===== src/rtl/sqwave_pkg.sv =====
package sqwave_pkg;

    localparam int CTRL_W   = 8;
    localparam int BIT_LVL  = 7;
    localparam int BIT_EN   = 4;
    localparam int NUM_RATE = 4;

    typedef enum logic [1:0] {
        RATE_SLOW = 2'b00,
        RATE_MID  = 2'b01,
        RATE_HIGH = 2'b10,
        RATE_REF  = 2'b11
    } rate_e;

    typedef struct packed {
        logic  idle_lvl;
        logic  wave_en;
        rate_e rate;
    } ctrl_t;

    localparam ctrl_t CTRL_RESET = '{idle_lvl: 1'b0, wave_en: 1'b0, rate: RATE_SLOW};

    function automatic ctrl_t ctrl_from_byte(input logic [CTRL_W-1:0] b);
        ctrl_t c;
        c.idle_lvl = b[BIT_LVL];
        c.wave_en  = b[BIT_EN];
        c.rate     = rate_e'(b[1:0]);
        return c;
    endfunction

    function automatic logic [CTRL_W-1:0] ctrl_to_byte(input ctrl_t c);
        logic [CTRL_W-1:0] b;
        b          = '0;
        b[BIT_LVL] = c.idle_lvl;
        b[BIT_EN]  = c.wave_en;
        b[1:0]     = c.rate;
        return b;
    endfunction

endpackage


===== src/rtl/sqwave_ctrl_reg.sv =====
module sqwave_ctrl_reg
    import sqwave_pkg::*;
(
    input  logic              clk,
    input  logic              rst_n,
    input  logic              wr_en,
    input  logic [CTRL_W-1:0] wr_data,
    output ctrl_t             ctrl,
    output logic [CTRL_W-1:0] rd_data
);

    ctrl_t ctrl_d, ctrl_q;

    always_comb begin
        ctrl_d = ctrl_q;
        if (wr_en) begin
            ctrl_d = ctrl_from_byte(wr_data);
        end
    end

    always_ff @(posedge clk) begin
        if (!rst_n) begin
            ctrl_q <= CTRL_RESET;
        end else begin
            ctrl_q <= ctrl_d;
        end
    end

    assign ctrl    = ctrl_q;
    assign rd_data = ctrl_to_byte(ctrl_q);

endmodule


===== src/rtl/sqwave_divider.sv =====
module sqwave_divider
    import sqwave_pkg::*;
#(
    parameter int DIV_W     = 15,
    parameter int MID_LOG2  = 12,
    parameter int HIGH_LOG2 = 13
) (
    input  logic                clk,
    input  logic                rst_n,
    input  logic                ref_phase,
    output logic [NUM_RATE-1:0] taps,
    output logic                sec_tick
);

    localparam int TAP_SLOW = DIV_W - 1;
    localparam int TAP_MID  = DIV_W - MID_LOG2 - 1;
    localparam int TAP_HIGH = DIV_W - HIGH_LOG2 - 1;
    localparam logic [DIV_W-1:0] CNT_LAST = '1;

    typedef struct packed {
        logic             ref_s;
        logic [DIV_W-1:0] cnt;
        logic             tick;
    } div_state_t;

    div_state_t st_d, st_q;
    logic       ref_rise;

    assign ref_rise = ref_phase & ~st_q.ref_s;

    always_comb begin
        st_d       = st_q;
        st_d.ref_s = ref_phase;
        st_d.tick  = 1'b0;
        if (ref_rise) begin
            st_d.cnt  = st_q.cnt + 1'b1;
            st_d.tick = (st_q.cnt == CNT_LAST);
        end
    end

    always_ff @(posedge clk) begin
        if (!rst_n) begin
            st_q <= '0;
        end else begin
            st_q <= st_d;
        end
    end

    function automatic int tap_index(input int sel);
        case (sel)
            0:       return TAP_SLOW;
            1:       return TAP_MID;
            default: return TAP_HIGH;
        endcase
    endfunction

    for (genvar g = 0; g < NUM_RATE; g++) begin : g_tap
        if (g == int'(RATE_REF)) begin : g_ref
            assign taps[g] = st_q.ref_s;
        end else begin : g_div
            assign taps[g] = st_q.cnt[tap_index(g)];
        end
    end

    assign sec_tick = st_q.tick;

endmodule


===== src/rtl/sqwave_out_mux.sv =====
module sqwave_out_mux
    import sqwave_pkg::*;
(
    input  logic                clk,
    input  logic                rst_n,
    input  ctrl_t               ctrl,
    input  logic [NUM_RATE-1:0] taps,
    output logic                pin
);

    typedef struct packed {
        logic pin;
    } mux_state_t;

    mux_state_t st_d, st_q;

    always_comb begin
        st_d = st_q;
        if (ctrl.wave_en) begin
            st_d.pin = taps[ctrl.rate];
        end else begin
            st_d.pin = ctrl.idle_lvl;
        end
    end

    always_ff @(posedge clk) begin
        if (!rst_n) begin
            st_q <= '0;
        end else begin
            st_q <= st_d;
        end
    end

    assign pin = st_q.pin;

endmodule


===== src/rtl/sqwave_gen.sv =====
module sqwave_gen
    import sqwave_pkg::*;
#(
    parameter int DIV_W     = 15,
    parameter int MID_LOG2  = 12,
    parameter int HIGH_LOG2 = 13
) (
    input  logic              clk,
    input  logic              rst_n,
    input  logic              ref_phase,
    input  logic              ctrl_we,
    input  logic [CTRL_W-1:0] ctrl_wdata,
    output logic [CTRL_W-1:0] ctrl_rdata,
    output logic              wave_out,
    output logic              sec_tick
);

    ctrl_t               ctrl;
    logic [NUM_RATE-1:0] taps;

    sqwave_ctrl_reg u_ctrl (
        .clk     (clk),
        .rst_n   (rst_n),
        .wr_en   (ctrl_we),
        .wr_data (ctrl_wdata),
        .ctrl    (ctrl),
        .rd_data (ctrl_rdata)
    );

    sqwave_divider #(
        .DIV_W     (DIV_W),
        .MID_LOG2  (MID_LOG2),
        .HIGH_LOG2 (HIGH_LOG2)
    ) u_div (
        .clk       (clk),
        .rst_n     (rst_n),
        .ref_phase (ref_phase),
        .taps      (taps),
        .sec_tick  (sec_tick)
    );

    sqwave_out_mux u_mux (
        .clk   (clk),
        .rst_n (rst_n),
        .ctrl  (ctrl),
        .taps  (taps),
        .pin   (wave_out)
    );

endmodule


===== config.mk =====
export PLATFORM = sky130hd
export DESIGN_NAME = sqwave_gen
export DESIGN_NICKNAME = d
export VERILOG_FILES = /design/src/rtl/sqwave_pkg.sv /design/src/rtl/sqwave_ctrl_reg.sv /design/src/rtl/sqwave_divider.sv /design/src/rtl/sqwave_out_mux.sv /design/src/rtl/sqwave_gen.sv
export SDC_FILE = /design/constraint.sdc
export NUM_CORES = 1
export LEC_CHECK = 0
export ABC_AREA = 1
export BUFFER_PORTS_ARGS = -buffer_cell sky130_fd_sc_hd__buf_2
export CORE_MARGIN = 5
export CORE_UTILIZATION = 44
export DETAILED_ROUTE_END_ITERATION = 10
export GPL_TIMING_DRIVEN = 1
export MAX_ROUTING_LAYER = met4
export PLACE_DENSITY = 0.69
export SLEW_MARGIN = 20
export SYNTH_ARGS = -nofsm -noshare
export SYNTH_HDL_FRONTEND = slang
export SYNTH_SLANG_ARGS = --single-unit

===== constraint.sdc =====
create_clock -name clk -period 1.6 [get_ports clk]
set_clock_uncertainty 0.05 [all_clocks]
set_input_delay 0.24 -clock clk [delete_from_list [all_inputs] [get_ports clk]]
set_output_delay 0.24 -clock clk [all_outputs]
set_load 0.05 [all_outputs]

==> flow_metrics.tcl <==
set metrics [dict create \
    status "finished, final reports clean" \
    grt_usage 0.1365 \
    hpwl_microns 1639 \
    peakVddDrop_v 0.0004219 \
    ys_warn_count 0 \
    synth_cells 159 \
    yosysSeqAreaShare 0.3929 \
    synth_top_family_by_area "simple AND/OR/NAND/NOR gates" \
    synth_area_per_cell_sq_um 7.051 \
    first_pass_iters 4 \
    fp-row-count 18 \
    clk_pin_slew_ps 130 \
    antenna_found_initial 0 \
    final.setup.worst_slack_ps 204.9 \
    synthAdderAreaFrac 0.01116 \
    synth.distinct_cells 26 \
    io_buffers 13 \
    io_pins 22 \
    area_growth_pct 10.27 \
    synth_compound_area_frac 0.1071 \
    seqPwrFrac 0.569 \
    ys_ff_latch 22 \
    final_common_cell "nand2_1" \
    dp_worst_setup_slack_ps 162.6 \
    cts_max_level 1 \
    drt_iter0_drc 19 \
    endpoint_kind "flop" \
    post-route-period-util 0.8720 \
    cts_made_buffers 3 \
    power_density_mw_per_mm2 820.4 \
    die_w_microns 60.48 \
    final_cell_mix "nand2_1 (26), nor2_1 (24), inv_1 (23)" \
    ant_nets 0 \
    critical_path_class "reg -> reg" \
    crit_required_ps 1770 \
    dieArea_sq_mm 0.003657 \
    grt_start_max_net_pins 21 \
    layout-drive-gt1-share 0.2081 \
    crit_arrival_ps 1560 \
    clock-sinks 22 \
    start_util 0.4567 \
    critPathMaxFanout 4 \
    syn-cell-area_sq_mm 0.001121 \
    setup_viol 0 \
    fp.coreArea_sq_mm 0.002455 \
    cts_tree "yes" \
    gp_congestion 0.8255 \
    rsz0062_at_grt "false" \
    hp-class "in -> reg" \
    fin_tns_setup_ps 0 \
    final_cell_area_sq_mm 0.001236 \
    muxShareOfSynthArea 0 \
    drcViolationCount 0 \
    post-cts-setup-buffers 0 \
    insertion_delay_ps 300 \
    cts-root-buf "clkbuf_4" \
    synthSimpleGateAreaFrac 0.3527 \
    grt_pass1_vias 869 \
    drv_slew 0 \
    multiInputGateArea_sq_um 554.3 \
    cts_buffer_depth 2 \
    crit_path_start_kind "flop" \
    clockPowerShare 0.306 \
    p_leak_nw 0.5337 \
    p_sw_frac 0.2761 \
    num_vias 969 \
    maxCapViolCount 0 \
    fmax_ghz 0.7168 \
    drt_wl_total_microns 2098 \
    period_minus_slack_ps 1395 \
    p_int_w 0.0007341 \
    placed_area_sq_mm 0.001196 \
    wl_per_cell_microns 10.33 \
    grt_pass1_wl_microns 3670 \
    via_per_inst 4.773 \
    nNetsFinal 187 \
    synthXorXnorAreaFrac 0.007813 \
    combPwrFrac 0.125 \
    grt_overflow 0 \
    fillers 254 \
    die_y_microns 60.48 \
    antenna_cells 0 \
    p_switching_w 0.0002800 \
    seqCellArea_sq_um 441.7 \
    hold_slack_ps 102.3 \
    hold_viol 0 \
]
## cell families after synthesis
family          Yosys count
compound gates           23
xor+xnor                  1
fa+ha+maj                 1
buf+inv                  33
flops                    22
other cells               1
simple gates             78
## cell usage after synthesis
cell type,number,area (sq um)
nor2_8,1,20.02
nor2_4,3,33.78
nor2_2,2,12.51
inv_1,23,86.33
nand2_1,26,97.59
nand4_1,4,25.02
inv_2,4,15.01
o21bai_1,1,7.510
and3_1,1,6.260
nor2_1,24,90.09
nand3_1,5,25.02
nor3_1,5,25.02
nand2_4,1,11.26
o21ai_1,1,5.000
conb_1,1,3.750
nand2_2,3,18.77
a21oi_1,9,45.04
buf_4,4,30.03
xor2_1,1,8.760
dfxtp_1,22,440.4
o211ai_1,1,7.510
nand3_2,3,30.03
clkbuf_1,1,3.750
o21ai_0,11,55.05
buf_2,1,5.000
ha_1,1,12.51
## metrics by stage
stage,util,power (W),instances
after CTS,0.5020,0.001025,203
after detailed placement,0.4873,0.0007161,199
after floorplan,-,0.0006953,162
after global routing,0.5036,0.001074,203
final,0.5036,0.001014,203
after global placement,0.4873,0.0007134,199
## state kept, by name, summed over array words and instances (netlist names)
| register | flops |
|---|---|
| u_div.taps | 4 |
| u_mux.pin | 1 |
| u_div.sec_tick | 1 |
| u_div.st_q | 12 |
| u_ctrl.ctrl | 4 |
## layer usage
metal | wire [microns] | up-vias | global-route usage
met4 | 9 | 0 | 0.05573
met1 | 1015 | 443 | 0.1660
li1 | - | 518 | -
met3 | 62 | 2 | 0.02553
met5 | 0 | - | -
met2 | 1011 | 6 | 0.2222
## layout make-up
type                            instances  share of cell area
Multi-Input combinational cell        107              0.4484
Sequential cell                        22              0.3573
Inverter                               27             0.08198
Timing Repair Buffer                   13             0.05263
Tap cell                               30             0.03036
Clock buffer                            4             0.02935
## worst paths after layout
path / start / to / slack (ps) / depth (start not counted)
max: u_div.st_q[1]$_SDFFE_PN0P_ / u_div.st_q[11]$_SDFFE_PN0P_ / 200 / 6
min: ctrl_wdata[0] / u_ctrl.ctrl[0]$_SDFFE_PN0P_ / 100 / 3
max reg2reg: u_div.st_q[1]$_SDFFE_PN0P_ / u_div.st_q[11]$_SDFFE_PN0P_ / 200 / 6
min reg2reg: u_ctrl.ctrl[3]$_SDFFE_PN0P_ / u_ctrl.ctrl[3]$_SDFFE_PN0P_ / 430 / 2
## timing repair
| action | in CTS | in global routing |
|---|---|---|
| setup endpoints to repair | 0 | 2 |
| hold buffers | 0 | 0 |
| resized for setup | 0 | 2 |
## worst max-delay path, cell delays in order (launching register included)
cell     delay (ps)
dfxtp_1         390
ha_2            220
nand2_1          60
nor2_1          160
nand4_1         180
o21ai_0         200
nor2_1           50
## power groups by stage
stage / clock network [W] / registers [W] / logic (W)
5_1_grt: 0.000356 / 0.000580 / 0.000138
3_5_place_dp: 0 / 0.000589 / 0.000127
3_3_place_gp: 0 / 0.000588 / 0.000125
6_report: 0.000310 / 0.000577 / 0.000127
2_1_floorplan: 0 / 0.000619 / 0.0000764
4_1_cts: 0.000321 / 0.000577 / 0.000127
No activity file was read; power rests on OpenSTA's default activity.
